File: config.mk
export PLATFORM = sky130hd
export DESIGN_NAME = rotor_stall_guard
export DESIGN_NICKNAME = d
export VERILOG_FILES = /design/src/rtl/rsg_pkg.sv /design/src/rtl/rsg_hall_change.sv /design/src/rtl/rsg_tick_window.sv /design/src/rtl/rsg_ctrl_fsm.sv /design/src/rtl/rotor_stall_guard.sv
export SDC_FILE = /design/constraint.sdc
export NUM_CORES = 1
export LEC_CHECK = 0
export ABC_AREA = 1
export BUFFER_PORTS_ARGS = -buffer_cell sky130_fd_sc_hd__buf_4
export CAP_MARGIN = 25
export CORE_ASPECT_RATIO = 0.7
export CORE_MARGIN = 4
export CORE_UTILIZATION = 60
export DETAILED_ROUTE_END_ITERATION = 6
export PLACE_DENSITY_LB_ADDON = 0.12
export SYNTH_ARGS = -nofsm -noshare
export SYNTH_HDL_FRONTEND = slang
export SYNTH_SLANG_ARGS = --single-unit
File: constraint.sdc
create_clock -name clk -period 4.1 [get_ports clk]
set_input_delay 0.41 -clock clk [delete_from_list [all_inputs] [get_ports clk]]
set_output_delay 0.41 -clock clk [all_outputs]
set_load 0.005 [all_outputs]
File: src/rtl/rsg_pkg.sv
package rsg_pkg;

    typedef enum logic [1:0] {
        RSG_SLEEP   = 2'd0,
        RSG_WATCH   = 2'd1,
        RSG_LOCKOUT = 2'd2
    } rsg_state_e;

endpackage

File: src/rtl/rsg_hall_change.sv
// Registers the Hall state and flags any bit that differs from the last sample.
module rsg_hall_change #(
    parameter int HALL_W = 1
) (
    input  logic              clk,
    input  logic              rst_n,
    input  logic [HALL_W-1:0] hall_in,
    output logic              changed
);

    logic [HALL_W-1:0] hall_q;
    logic [HALL_W-1:0] diff;

    always_ff @(posedge clk or negedge rst_n) begin
        if (!rst_n) begin
            hall_q <= '0;
        end else begin
            hall_q <= hall_in;
        end
    end

    genvar gi;
    generate
        for (gi = 0; gi < HALL_W; gi++) begin : g_bit
            assign diff[gi] = hall_in[gi] ^ hall_q[gi];
        end
    endgenerate

    assign changed = |diff;

endmodule

File: src/rtl/rsg_tick_window.sv
// Counts qualifying ticks up to LIMIT; flags the tick that completes the window
// and wraps to zero on it. A clear request wins over counting.
module rsg_tick_window #(
    parameter int LIMIT = 8
) (
    input  logic                       clk,
    input  logic                       rst_n,
    input  logic                       clr,
    input  logic                       adv,
    output logic [$clog2(LIMIT)-1:0]   count,
    output logic                       done
);

    localparam int W = $clog2(LIMIT);
    localparam logic [W-1:0] LAST = W'(LIMIT - 1);

    logic [W-1:0] cnt_q;

    assign done  = adv && !clr && (cnt_q == LAST);
    assign count = cnt_q;

    always_ff @(posedge clk or negedge rst_n) begin
        if (!rst_n) begin
            cnt_q <= '0;
        end else if (clr || done) begin
            cnt_q <= '0;
        end else if (adv) begin
            cnt_q <= cnt_q + 1'b1;
        end
    end

endmodule

File: src/rtl/rsg_ctrl_fsm.sv
// Three-state controller: sleep, watch for rotation, locked-out hold-off.
module rsg_ctrl_fsm
    import rsg_pkg::*;
(
    input  logic       clk,
    input  logic       rst_n,
    input  logic       run,
    input  logic       det_done,
    input  logic       ret_done,
    output rsg_state_e state,
    output logic       drive_en,
    output logic       stall_rel
);

    rsg_state_e state_q;
    rsg_state_e state_d;

    always_comb begin
        state_d = state_q;
        unique case (state_q)
            RSG_SLEEP: begin
                if (run) state_d = RSG_WATCH;            // wake
            end
            RSG_WATCH: begin
                if (!run)          state_d = RSG_SLEEP;  // doze
                else if (det_done) state_d = RSG_LOCKOUT;// stall
            end
            RSG_LOCKOUT: begin
                if (!run)          state_d = RSG_SLEEP;  // doze
                else if (ret_done) state_d = RSG_WATCH;  // retry
            end
            default: state_d = RSG_SLEEP;
        endcase
    end

    always_ff @(posedge clk or negedge rst_n) begin
        if (!rst_n) begin
            state_q <= RSG_SLEEP;
        end else begin
            state_q <= state_d;
        end
    end

    always_comb begin
        drive_en  = 1'b0;
        stall_rel = 1'b1;
        unique case (state_q)
            RSG_WATCH: begin
                drive_en  = 1'b1;
                stall_rel = 1'b0;
            end
            RSG_SLEEP, RSG_LOCKOUT: begin
                drive_en  = 1'b0;
                stall_rel = 1'b1;
            end
            default: begin
                drive_en  = 1'b0;
                stall_rel = 1'b1;
            end
        endcase
    end

    assign state = state_q;

endmodule

File: src/rtl/rotor_stall_guard.sv
module rotor_stall_guard
    import rsg_pkg::*;
#(
    parameter int HALL_W       = 1,
    parameter int DETECT_TICKS = 22700,
    parameter int RETRY_TICKS  = 181600
) (
    input  logic              clk,
    input  logic              rst_n,
    input  logic [HALL_W-1:0] hall_state,
    input  logic              pwm_tick,
    input  logic              run,
    output logic              drive_en,
    output logic              stall_rel
);

    localparam int DW = $clog2(DETECT_TICKS);
    localparam int RW = $clog2(RETRY_TICKS);

    rsg_state_e state;
    logic       hall_edge;
    logic       det_clr, ret_clr;
    logic       det_done, ret_done;
    logic [DW-1:0] det_cnt;
    logic [RW-1:0] ret_cnt;

    rsg_hall_change #(.HALL_W(HALL_W)) u_hall (
        .clk     (clk),
        .rst_n   (rst_n),
        .hall_in (hall_state),
        .changed (hall_edge)
    );

    assign det_clr = !run || hall_edge || (state != RSG_WATCH);
    assign ret_clr = !run || (state != RSG_LOCKOUT);

    rsg_tick_window #(.LIMIT(DETECT_TICKS)) u_detect (
        .clk   (clk),
        .rst_n (rst_n),
        .clr   (det_clr),
        .adv   (pwm_tick),
        .count (det_cnt),
        .done  (det_done)
    );

    rsg_tick_window #(.LIMIT(RETRY_TICKS)) u_retry (
        .clk   (clk),
        .rst_n (rst_n),
        .clr   (ret_clr),
        .adv   (pwm_tick),
        .count (ret_cnt),
        .done  (ret_done)
    );

    rsg_ctrl_fsm u_fsm (
        .clk       (clk),
        .rst_n     (rst_n),
        .run       (run),
        .det_done  (det_done),
        .ret_done  (ret_done),
        .state     (state),
        .drive_en  (drive_en),
        .stall_rel (stall_rel)
    );

endmodule

==> results.yml, run 1 <==
run_status:
  status: "finished clean"
finish:
  nNetsFinal: 301
  seq_area_um2: 901
  layout-drive-gt1-share: 0.102
  instances_no_fill: 341
  fillers: 287
  insertedDiodeCount: 0
  syn2layout_area_growth_pct: 6.69
  multiInputGateArea_um2: 1020
grt:
  gr-total-overflow: 0
  antenna_found_initial: 0
  grt_max_degree: 37
  busiest_layer: "met1"
  use_met3: 0.0521
  met2_usage: 0.294
  grt_pass1_vias: 1646
  use_met1: 0.331
  grt_pass1_wl_um: 7470
  track_usage: 0.214
setup_path:
  worst-path-max-fanout: 12
  cpPeakStageDelay_ns: 0.47
  worst_setup_path_start_kind: "flop"
  cp_data_required_time_ns: 4.26
  crit_slowest_cell: "o21bai_2"
  cp.arrival_ns: 1.82
  cp-end-kind: "flop"
  worstPathCellList: "ha_1, nand2_1, nor2_2, nand3_2, o21bai_2, nor2_1"
  r2r_setup_slack_ns: 2.44
  worstSetupPathType: "flop to flop"
logic_synthesis:
  yosysTopAreaCell: "dfrtp_1"
  ys_types: 28
  synth_seq_cells: 36
  yosysWarnings: 0
  synth_top_family_by_area: "simple AND/OR/NAND/NOR gates"
  synthMuxAreaShare: 0
  synthAdderAreaFrac: 0.0120
  syn_area_um2: 2090
  syn_inst: 287
  synth_nets: 294
  synth_top_area_share: 0.430
  yosys-top-cells-area: "dfrtp_1, nand2_1, nor2_1"
  ys_seq_area_frac: 0.430
  syn_avg_cell_area_um2: 7.29
  synth_xor_area_frac: 0.0502
  synth_compound_area_frac: 0.0418
  synth-simple-area-share: 0.383
place:
  dpl.hpwl_um: 2960
  portBuffers: 6
  dp_cells: 334
  pre_cts_slack_ns: 2.32
  globalplace.congestion: 0.883
pwr:
  power.leakage_uw: 0.000915
  vdd_drop_max_mv: 0.324
  pwr_density_cell_nw_per_um2: 316
clock_network:
  h-tree-depth: 2
  worstSkewPairLatency_ns: 0.29
  cts_buffer_depth: 2
  cts_sinks: 36
  postCtsSetupBuffers: 0
  cts_buffers: 5
  cts.repair.resized: 0
  path_clk_slew_ns: 0.07
  hold_buffers: 0
  cts_root_buffer: "clkbuf_8"
  cts_tree: "yes"
timing:
  rsz0062_at_grt: "false"
  timing.slew.headroom: 0.646
  fin_skew_ns: 0.00349
  worst_slew_pin_slew_ns: 0.531
  timing.fmax_mhz: 602
  setup-violations-final: 0
  hold_viol: 0
  fin_crit_ns: 1.66
  final.setup.tns_ns: 0
  finalWorstSetupSlack_ns: 2.44
  slew_violations: 0
  min_period_over_period: 0.405
die:
  die_w_um: 78.6
  num_io_pins: 7
  die-area_um2: 4510
  die_y_um: 57.4
  core_area_um2: 3250
  initial_core_util: 0.643
  rows: 17
hold_path:
  hp-class: "primary input to asynchronous set/reset pin"
drt:
  drtIter0Drc: 197
  viasPerCell: 5.14
  wirelength_um: 4220
  firstDrtPassIters: 4
  vias: 1753
  ant_nets: 0
  remaining_drc_errors: 0
  wl_per_cell_um: 12.4
run:
  maxCapViolCount: 0
## per-stage QoR
stage	total power, uW	area [um^2]	hold WS (ns)	utilization
4_1_cts	715	2230	0.0835	0.686
3_3_place_gp	475	2160	0.393	0.662
5_1_grt	746	2230	0.0963	0.686
3_5_place_dp	477	2160	0.394	0.662
6_report	707	2230	0.0704	0.686
2_1_floorplan	443	2090	0.114	-
## worst paths after layout
| check | to | start | cells past startpoint |
|---|---|---|---|
| max | u_retry.count[9] | u_retry.count[0] | 6 |
| min | u_retry.count[7] | rst_n | 1 |
| max reg2reg | u_retry.count[9] | u_retry.count[0] | 6 |
| min reg2reg | u_retry.count[17] | u_retry.count[17] | 2 |
| max in group asynchronous | u_retry.count[13] | rst_n | 1 |
| min in group clk | u_hall.hall_q | hall_state | 1 |
## power breakdown
part / internal [uW] / total, uW / switching [uW]
Clock: 115 / 236 / 121
Sequential: 366 / 372 / 5.95
Combinational: 35.0 / 99.1 / 64.0
## synth_stat cells
cell type,n
clkinv_1,1
nand3b_1,1
nor2_4,2
buf_6,1
nor2_2,4
and3_1,1
xor2_1,9
o21ai_1,1
a21oi_1,10
nor2_1,63
buf_2,3
xnor2_1,3
inv_2,3
nand3_2,1
nand2_2,4
o21ai_0,2
buf_4,2
nand2_1,63
dfrtp_1,36
nand3_1,21
inv_1,31
a21boi_2,1
nand4_1,8
ha_1,2
nor3_2,2
nor3b_1,1
o21bai_2,1
nor3_1,10
## worst max-delay path: cells and delay by family (launching register included)
| kind | cells | cell delay, ns |
|---|---|---|
| adders and majority gates | 1 | 0.18 |
| DFF | 1 | 0.40 |
| AOI/OAI and AO/OA | 1 | 0.47 |
| and+or+nand+nor | 4 | 0.48 |
## final cells by class
class / count / area share
flip-flops and latches: 36 / 0.403
clock buffers: 6 / 0.0325
clock inverters: 1 / 0.00224
well taps: 47 / 0.0263
repair buffers: 6 / 0.0202
inverters: 35 / 0.0588
multi-input cells: 210 / 0.457
## routing by layer
metal / up-vias / share of wire
li1: 915 / -
met5: - / 0
met3: 5 / 0.070
met4: 0 / 0.010
met1: 777 / 0.53
met2: 56 / 0.39
## cells in the final DEF (no fill, tap or decap), types with 2 or more instances in the layout
| cell type | synthesis | layout |
|---|---|---|
| nand2_1 | 63 | 63 |
| nor2_1 | 63 | 63 |
| dfrtp_1 | 36 | 36 |
| inv_1 | 31 | 31 |
| nand3_1 | 21 | 21 |
| nor3_1 | 10 | 10 |
| a21oi_1 | 10 | 10 |
| xor2_1 | 9 | 9 |
| nand4_1 | 8 | 8 |
| buf_4 | 2 | 6 |
| clkbuf_8 | 0 | 5 |
| nor2_2 | 4 | 4 |
| nand2_2 | 4 | 4 |
| inv_2 | 3 | 3 |
| xnor2_1 | 3 | 3 |
| nor2_4 | 2 | 2 |
| nor3_2 | 2 | 2 |
| o21ai_0 | 2 | 2 |
| ha_1 | 2 | 2 |
## flip-flops by register name, indices dropped and copies added (netlist names)
register        count
u_hall.hall_q       1
u_detect.count     15
u_fsm.state         2
u_retry.count      18
## kinds of logic after synthesis
family / after synthesis
buf+inv: 41
simple gates: 181
fa+ha+maj: 2
xor+xnor: 12
flops: 36
compound gates: 15
No activity file was read; power rests on OpenSTA's default activity.
==> run 2: changes to the inputs <==
--- a/config.mk
+++ b/config.mk
@@ -10,7 +10,7 @@
 export CAP_MARGIN = 25
 export CORE_ASPECT_RATIO = 0.7
 export CORE_MARGIN = 4
-export CORE_UTILIZATION = 60
+export CORE_UTILIZATION = 55
 export DETAILED_ROUTE_END_ITERATION = 6
 export PLACE_DENSITY_LB_ADDON = 0.12
 export SYNTH_ARGS = -nofsm -noshare
==> constraint.sdc (replaced) <==
create_clock -name clk -period 1.3 [get_ports clk]
set_input_delay 0.13 -clock clk [delete_from_list [all_inputs] [get_ports clk]]
set_output_delay 0.13 -clock clk [all_outputs]
set_load 0.005 [all_outputs]
==> results.yml, run 2 (synthesis gave the netlist of run 1 again) <==
timing:
  finalWorstSetupSlack_ns: -0.0905
  slew_violations: 0
  fin_crit_ns: 1.39
  timing.slew.headroom: 0.693
  timing.fmax_mhz: 719
  rsz0062_at_grt: "true"
  min_period_over_period: 1.07
  hold_viol: 0
  fin_skew_ns: 0.00707
  setup-violations-final: 30
  final.setup.tns_ns: -1.36
  worst_slew_pin_slew_ns: 0.460
finish:
  instances_no_fill: 387
  insertedDiodeCount: 0
  final_cell_area_um2: 2750
  largest_reg_flops: 18
  fin_util: 0.768
  layout-drive-gt1-share: 0.288
  mostFrequentLayoutCell: "nand2_1"
  syn2layout_area_growth_pct: 31.4
  layout_common_cells: "nand2_1, nor2_1, buf_4"
  nNetsFinal: 343
pwr:
  p_int_uw: 1950
  combPwrFrac: 0.177
  power.leakage_uw: 0.00119
  seqPwrFrac: 0.449
  pwr_density_cell_nw_per_um2: 950
  power_switching_share: 0.254
  clkPwrFrac: 0.374
  power_switching_uw: 663
  vdd_drop_max_mv: 0.870
grt:
  antenna_found_initial: 0
  grt_max_degree: 37
  grt_pass1_vias: 1814
  grt_pass1_wl_um: 8330
  gr-total-overflow: 0
  track_usage: 0.229
place:
  portBuffers: 6
  dp_cells: 372
  post_dp_cell_area_um2: 2460
  globalplace.congestion: 0.862
  dpl.hpwl_um: 3410
setup_path:
  worst_setup_path_start_kind: "flop"
  cp-end-kind: "flop"
  worstSetupPathType: "flop to flop"
  r2r_start: "u_retry.count[1]"
  worst-path-max-fanout: 9
  cp.arrival_ns: 1.56
  r2r_setup_slack_ns: -0.09
  r2r_cells: 7
  cp-startpoint: "u_retry.count[1]"
  worstReg2RegEnd: "u_retry.count[2]"
  cp_data_required_time_ns: 1.47
hold_path:
  hold_path_depth: 3
  min_from: "run"
  hp-class: "primary input to flop"
  hold_end: "u_fsm.state[0]"
clock_network:
  cts_buffers: 5
  h-tree-depth: 2
  cts_root_buffer: "clkbuf_8"
  worstSkewPairLatency_ns: 0.29
  cts_buffer_depth: 2
  cts_tree: "yes"
  cts_sinks: 36
  path_clk_slew_ns: 0.08
drt:
  drtIter0Drc: 95
  vias: 1928
  remaining_drc_errors: 0
  ant_nets: 0
  viasPerCell: 4.98
  firstDrtPassIters: 4
  wl_per_cell_um: 12.4
  wirelength_um: 4790
die:
  core_area_um2: 3580
  die_w_um: 81.7
  die_y_um: 59.6
  num_io_pins: 7
  rows: 18
  die-area_um2: 4870
  initial_core_util: 0.585
run_status:
  violations: "setup timing"
  status: "complete, but fails checks"
run:
  maxCapViolCount: 0
==> run 2: metrics by stage <==
stage	total power, uW	hold slack [ns]	worst slack, ns
after floorplan	1410	-0.166	0.0000178
final	2610	0.116	-0.0905
after CTS	2630	0.111	-0.0637
after detailed placement	1600	0.119	-0.105
after global routing	2750	0.121	-0.186
after global placement	1590	0.117	-0.0583
==> run 2: metal layers <==
layer	routed length (um)	GRT usage
met5	0	0
met4	22	0.0379
met3	285	0.0760
met2	2010	0.333
met1	2470	0.337
==> run 2: final cells by class <==
type | count | area (um^2)
well taps | 50 | 62.6
clock buffers | 6 | 72.6
clock inverters | 2 | 35.0
fillers | 257 | 830
inverters | 35 | 131
flip-flops and latches | 36 | 902
repair buffers | 48 | 394
multi-input cells | 210 | 1150
==> run 2: worst max-delay path by stage <==
stage	slack, ns	cells past startpoint	to
after floorplan	0.00002	7	u_retry.count[11]
after global placement	-0.06	8	u_retry.count[14]
after detailed placement	-0.10	6	u_retry.count[2]
after CTS	-0.06	7	u_retry.count[8]
after global routing	-0.19	9	u_retry.count[14]
final	-0.09	7	u_retry.count[2]
==> run 2: critical path, stage by stage, from the launching register on <==
cell      delay (ns)
dfrtp_1         0.36
ha_2            0.19
nand2_2         0.07
nor2_4          0.12
nand3_2         0.14
o21bai_4        0.20
buf_12          0.14
nor3_1          0.05
==> run 2: repair_timing <==
action                                  CTS  global route
hold buffers                              2             0
endpoints found under the setup margin   35            35
gates resized for setup                  20            11
buffers inserted                          3             2
hold endpoints to repair                 37             0
pin swaps                                 9             7
==> run 2: power by group through the flow <==
stage	Combinational [uW]	Sequential [uW]	Clock (uW)
4_1_cts	457	1170	1000
3_3_place_gp	397	1190	0
3_5_place_dp	403	1190	0
6_report	463	1170	977
2_1_floorplan	215	1190	0
5_1_grt	523	1180	1050
